File: src/rtl/snp_pkg.sv
package snp_pkg;

  typedef enum logic [4:0] {
    TT_CLEAN    = 5'b00000,
    TT_FLUSH    = 5'b00100,
    TT_SYNC     = 5'b01000,
    TT_KILL     = 5'b01100,
    TT_ORDER    = 5'b10000,
    TT_ECW_WR   = 5'b10100,
    TT_TLB_INV  = 5'b11000,
    TT_ECW_RD   = 5'b11100,
    TT_RSV_SET  = 5'b00001,
    TT_TLB_SYNC = 5'b01001,
    TT_ICINV    = 5'b01101,
    TT_WR_FLUSH = 5'b00010
  } ttype_e;

  typedef enum logic [1:0] {
    MEI_I    = 2'b00,
    MEI_E    = 2'b01,
    MEI_M    = 2'b10,
    MEI_RSVD = 2'b11
  } mei_e;

  typedef enum logic [1:0] {
    CLS_INERT,
    CLS_RESERVED,
    CLS_ACT
  } ttclass_e;

endpackage

File: src/rtl/snp_ttype_decode.sv
module snp_ttype_decode
  import snp_pkg::*;
(
  input  logic [4:0] ttype_i,
  output ttclass_e   class_o,
  output logic       acts_o
);

  always_comb begin
    class_o = CLS_RESERVED;
    case (ttype_i)
      TT_KILL, TT_WR_FLUSH:                         class_o = CLS_ACT;
      TT_CLEAN, TT_FLUSH, TT_SYNC, TT_ORDER,
      TT_ECW_WR, TT_TLB_INV, TT_ECW_RD, TT_RSV_SET,
      TT_TLB_SYNC, TT_ICINV:                        class_o = CLS_INERT;
      default:                                      class_o = CLS_RESERVED;
    endcase
  end

  assign acts_o = (class_o == CLS_ACT);

endmodule

File: src/rtl/snp_resv.sv
module snp_resv #(
  parameter int BLK_W = 27
) (
  input  logic             clk,
  input  logic             rst,
  input  logic             set_i,
  input  logic [BLK_W-1:0] set_blk_i,
  input  logic             clr_i,
  input  logic             probe_i,
  input  logic [BLK_W-1:0] probe_blk_i,
  output logic             cancel_o
);

  logic             valid_q;
  logic [BLK_W-1:0] blk_q;
  logic             hit;

  assign hit = valid_q && probe_i && (probe_blk_i == blk_q);

  always_ff @(posedge clk) begin
    if (rst) begin
      valid_q  <= 1'b0;
      blk_q    <= '0;
      cancel_o <= 1'b0;
    end else begin
      cancel_o <= hit;
      if (set_i) begin
        valid_q <= 1'b1;
        blk_q   <= set_blk_i;
      end else if (clr_i || hit) begin
        valid_q <= 1'b0;
      end
    end
  end

  assert_cancel_clears_R10: assert property (@(posedge clk) disable iff (rst)
    (hit && !set_i) |=> !valid_q);

  assert_cancel_needs_resv_R11: assert property (@(posedge clk) disable iff (rst)
    cancel_o |-> $past(valid_q));

endmodule

File: src/rtl/snp_push_ctl.sv
module snp_push_ctl #(
  parameter int BLK_W = 27
) (
  input  logic             clk,
  input  logic             rst,
  input  logic             start_i,
  input  logic [BLK_W-1:0] start_blk_i,
  input  logic             ack_i,
  output logic             req_o,
  output logic [BLK_W-1:0] blk_o
);

  always_ff @(posedge clk) begin
    if (rst) begin
      req_o <= 1'b0;
      blk_o <= '0;
    end else if (req_o) begin
      if (ack_i) req_o <= 1'b0;
    end else if (start_i) begin
      req_o <= 1'b1;
      blk_o <= start_blk_i;
    end
  end

  assert_push_hold_R6: assert property (@(posedge clk) disable iff (rst)
    (req_o && !ack_i) |=> (req_o && $stable(blk_o)));

  assert_push_drop_R6: assert property (@(posedge clk) disable iff (rst)
    (req_o && ack_i) |=> !req_o);

endmodule

File: src/rtl/snoop_resp_ctrl.sv
module snoop_resp_ctrl
  import snp_pkg::*;
#(
  parameter int ADDR_W     = 32,
  parameter int LINE_BYTES = 32,
  parameter int TT_W       = 5,
  parameter int OFF_W      = $clog2(LINE_BYTES),
  parameter int BLK_W      = ADDR_W - OFF_W
) (
  input  logic              clk,
  input  logic              rst,
  input  logic              snp_valid,
  input  logic [TT_W-1:0]   snp_ttype,
  input  logic              snp_global,
  input  logic [ADDR_W-1:0] snp_addr,
  input  logic [1:0]        tag_state,
  input  logic              lr_valid,
  input  logic [ADDR_W-1:0] lr_addr,
  input  logic              sc_valid,
  input  logic              push_ack,
  output logic              snp_retry,
  output logic              tag_inval,
  output logic [BLK_W-1:0]  tag_inval_blk,
  output logic              push_req,
  output logic [BLK_W-1:0]  push_blk,
  output logic              resv_cancel
);

  // Stage 1: captured tenure, tag lookup in flight
  logic             s1_valid;
  logic [TT_W-1:0]  s1_tt;
  logic             s1_gbl;
  logic [BLK_W-1:0] s1_blk;

  always_ff @(posedge clk) begin
    if (rst) begin
      s1_valid <= 1'b0;
      s1_tt    <= '0;
      s1_gbl   <= 1'b0;
      s1_blk   <= '0;
    end else begin
      s1_valid <= snp_valid;
      if (snp_valid) begin
        s1_tt  <= snp_ttype;
        s1_gbl <= snp_global;
        s1_blk <= snp_addr[ADDR_W-1:OFF_W];
      end
    end
  end

  ttclass_e s1_class;
  logic     s1_acts;

  snp_ttype_decode u_dec (
    .ttype_i (s1_tt),
    .class_o (s1_class),
    .acts_o  (s1_acts)
  );

  // Stage 2 decision
  logic act_any, act_gbl, hit_e, hit_m, push_start;
  mei_e st;

  assign st         = mei_e'(tag_state);
  assign act_any    = s1_valid && s1_acts;
  assign act_gbl    = act_any && s1_gbl;
  assign hit_e      = act_gbl && (st == MEI_E);
  assign hit_m      = act_gbl && (st == MEI_M);
  assign push_start = hit_m && !push_req;

  always_ff @(posedge clk) begin
    if (rst) begin
      snp_retry     <= 1'b0;
      tag_inval     <= 1'b0;
      tag_inval_blk <= '0;
    end else begin
      snp_retry <= hit_m;
      tag_inval <= hit_e || push_start;
      if (hit_e || push_start) tag_inval_blk <= s1_blk;
    end
  end

  snp_push_ctl #(.BLK_W(BLK_W)) u_push (
    .clk         (clk),
    .rst         (rst),
    .start_i     (push_start),
    .start_blk_i (s1_blk),
    .ack_i       (push_ack),
    .req_o       (push_req),
    .blk_o       (push_blk)
  );

  snp_resv #(.BLK_W(BLK_W)) u_resv (
    .clk         (clk),
    .rst         (rst),
    .set_i       (lr_valid),
    .set_blk_i   (lr_addr[ADDR_W-1:OFF_W]),
    .clr_i       (sc_valid),
    .probe_i     (act_any),
    .probe_blk_i (s1_blk),
    .cancel_o    (resv_cancel)
  );

  assert_local_no_retry_R9: assert property (@(posedge clk) disable iff (rst)
    (s1_valid && !s1_gbl) |=> (!snp_retry && !tag_inval));

  assert_inert_silent_R3: assert property (@(posedge clk) disable iff (rst)
    (s1_valid && s1_class != CLS_ACT) |=> (!snp_retry && !tag_inval && !resv_cancel));

  assert_retry_only_when_busy_R7: assert property (@(posedge clk) disable iff (rst)
    (snp_retry && !tag_inval) |-> $past(push_req));

  assert_retry_starts_push_R5: assert property (@(posedge clk) disable iff (rst)
    (snp_retry && tag_inval) |-> (push_req && push_blk == tag_inval_blk));

endmodule

File: config.mk
export PLATFORM = sky130hd
export DESIGN_NAME = snoop_resp_ctrl
export DESIGN_NICKNAME = d
export VERILOG_FILES = /design/src/rtl/snp_pkg.sv /design/src/rtl/snp_ttype_decode.sv /design/src/rtl/snp_resv.sv /design/src/rtl/snp_push_ctl.sv /design/src/rtl/snoop_resp_ctrl.sv
export SDC_FILE = /design/constraint.sdc
export NUM_CORES = 1
export LEC_CHECK = 0
export BUFFER_PORTS_ARGS = -buffer_cell sky130_fd_sc_hd__clkbuf_2
export CORE_ASPECT_RATIO = 0.5
export CORE_MARGIN = 2
export CORE_UTILIZATION = 51
export CTS_CLUSTER_SIZE = 10
export DETAILED_ROUTE_END_ITERATION = 8
export PLACE_DENSITY = 0.81
export SLEW_MARGIN = 20
export SYNTH_ARGS = -nofsm -noshare
export SYNTH_HDL_FRONTEND = slang
export SYNTH_SLANG_ARGS = --single-unit
File: constraint.sdc
create_clock -name clk -period 2.21 [get_ports clk]
set_clock_uncertainty 0.15 [all_clocks]
set_input_delay 0.3315 -clock clk [delete_from_list [all_inputs] [get_ports clk]]
set_output_delay 0.3315 -clock clk [all_outputs]
set_load 0.01 [all_outputs]
==> impl_metrics.ini <==
[floorplan]
die_w_um = 139.6
floorplan.initialDensity_pct = 53.12
num_rows = 24
die_y_um = 71.81
num_io_pins = 136
core_area_um2 = 8828
die-area_um2 = 10020

[timing]
worstMarginPinSlew_ps = 560.6
rsz0062_at_grt = false
hold_ws_ps = 11.39
setup_tns_ps = 0
period_minus_slack_ps = 1820
setup_viol = 0
slew_headroom_pct = 62.62
period_share_pct = 82.36
drv_slew = 0
timing.final.hold_violations = 0
max_freq_mhz = 549.4

[routing]
via_count = 3631
finalWirelength_mm = 10.76
routedWlPerCell_um = 14.84
dr.pass1.iters = 4
via_per_inst = 5.008
drcViolationCount = 0
antenna_left = 0
drt-initial-drc-count = 149

[cts]
clk_latency_ps = 410
clockBufferDepth = 2
clockRootBuffer = clkbuf_16
cts_tree = yes
cts.reportedPaths.clkPinSlew_ps = 60
cts_hold_buf = 1
h-tree-depth = 4
cts.sinks = 122
cts_resized = 0
cts_made_buffers = 17
postCtsSetupBuffers = 0

[synthesis]
synth_enable_flop_cells = 0
synth-async-reset-ratio_pct = 0
netlist-cell-type-count = 32
synth.area.top_cells = dfxtp_1, mux2i_1, nor2_1
syn_area_um2 = 4689
postSynthCellCount = 465
ys_ff_latch = 122
avgSynthCellArea_um2 = 10.08
yosysMostFrequentCell = dfxtp_1
synth_warnings = 0
yosys-top-cells-count = dfxtp_1, nor2_1, mux2i_1
ys_seq_area_share_pct = 52.08
yosysTopAreaCell = dfxtp_1
yosys.area.top_type_share_pct = 52.08
syn_nets = 543
ys.flop_type = dfxtp_1

[placed_design]
port_buffers = 125
hpwl_mm = 7.604
place_congestion = 0.8167
dp.cells = 692

[power]
vdd_ir_drop_max_uv = 550.1
power_frac_clock_pct = 53.4
p_seq_share_pct = 40.8
power.leakage_nw = 2.962
power_density_nw_per_um2 = 942.2
combPwrFrac_pct = 5.8
p_switching_w = 0.001200
intPower_w = 0.004522
sw_frac_of_total_pct = 20.97

[finish]
multiInputGateArea_um2 = 2071
stdcell_count = 725
nFillCells = 695
layout-area-overhead-vs-synth_pct = 29.51
seq_area_um2 = 2442
antenna_cells = 0
final_layout_size_suffix_gt1_share_pct = 32.24
nNetsFinal = 673

[status]
outcome = finished clean

[grt]
grt_pass1_wl_mm = 17.47
grt_pass1_vias = 3559
grt.overflow.total = 0
grt_use_total_pct = 22.70
antenna_found_initial = 0
grt_max_degree = 42

[critical_path]
crit_type = flip-flop to flip-flop
cp_data_arrival_time_ps = 1970
endpoint_kind = flip-flop
cp_max_fo = 4
worstPathRequired_ps = 2360
start_kind = flip-flop

[min_path]
hp-class = input port to flip-flop

[flow_run]
maxCapViolations = 0
[area by class of cell]
class	instances	share of cell area, %
clock buffer	21	7.746
multi-input combinational	314	34.10
clock inverter	11	3.152
inverter	1	0.06180
sequential	122	40.21
tap	117	2.410
timing repair buffer	139	12.32
[stage by stage]
stage	total power [W]	worst slack, ps	area [µm²]	utilization, %
detailed placement	0.002711	468.1	5401	61.18
CTS	0.005764	397.4	6073	68.79
global route	0.005900	262.8	6073	68.79
floorplan	0.002579	656.0	4690	-
finish	0.005722	389.9	6073	68.79
global placement	0.002700	507.1	5401	61.18
[registers in the layout, indices dropped and copies added, names as in the netlist]
signal and flops:
u_push.blk_o 27, s1_blk 27, s1_tt 5, u_resv.cancel_o 1, tag_inval 1, s1_valid 1
u_resv.valid_q 1, u_push.req_o 1, snp_retry 1, u_resv.blk_q 27, s1_gbl 1, tag_inval_blk 27
u_dec.class_o 2
[critical path: stages (launching register included)]
cell and delay (ps):
dfxtp_1 350, xnor2_1 310, nand4_1 150, nor4_1 310, nand4_1 150, a32o_1 280
[path summary, 6_finish.rpt]
kind	from	to	slack [ps]	depth (start not counted)
max	s1_blk[13]	u_resv.valid_q	390	5
max reg2reg	s1_blk[13]	u_resv.valid_q	390	5
min reg2reg	u_push.blk_o[4]	u_push.blk_o[4]	300	2
min	snp_addr[9]	s1_blk[4]	10	3
[cells in the final DEF (no fill, tap or decap), types with 2 or more instances in the layout]
master,Yosys,routed
nand2_2,13,13
clkbuf_2,0,124
nand4_1,5,5
xor2_1,11,11
nand2_1,42,42
xnor2_1,16,16
clkinvlp_4,0,3
clkbuf_8,0,3
bufinv_16,0,5
nor2_1,92,92
clkbuf_16,0,17
mux2i_1,88,88
a21oi_1,19,19
dfxtp_1,122,122
buf_4,4,13
nand2b_1,2,2
nor4_1,5,5
clkinv_2,0,2
a21oi_2,9,9
[cells by family after synthesis]
kind of cell,after synthesis,synth area share (%)
DFF,122,52.08
muxes,88,18.78
xor gates and xnor gates,27,5.043
buffers and inverters,29,3.868
AOI/OAI and AO/OA,33,4.723
and+or+nand+nor,166,15.50
[power by group through the flow]
stage | Combinational, W | Clock, W | Sequential [W]
after detailed placement | 0.000330 | 0 | 0.00238
after floorplan | 0.000216 | 0 | 0.00236
after global routing | 0.000368 | 0.00319 | 0.00234
after global placement | 0.000324 | 0 | 0.00238
final | 0.000334 | 0.00305 | 0.00234
after CTS | 0.000337 | 0.00309 | 0.00233
[metal layers]
metal / vias to the layer above / wire, µm / share of wire [%] / global-route usage [%]
li1: 1814 / - / - / -
met1: 1702 / 5044 / 47 / 29.63
met2: 101 / 5044 / 47 / 37.25
met3: 14 / 523 / 4.9 / 5.949
met4: 0 / 144 / 1.3 / 7.778
met5: - / 0 / 0 / 0
Note: power is estimated with default switching activity, not from simulation.
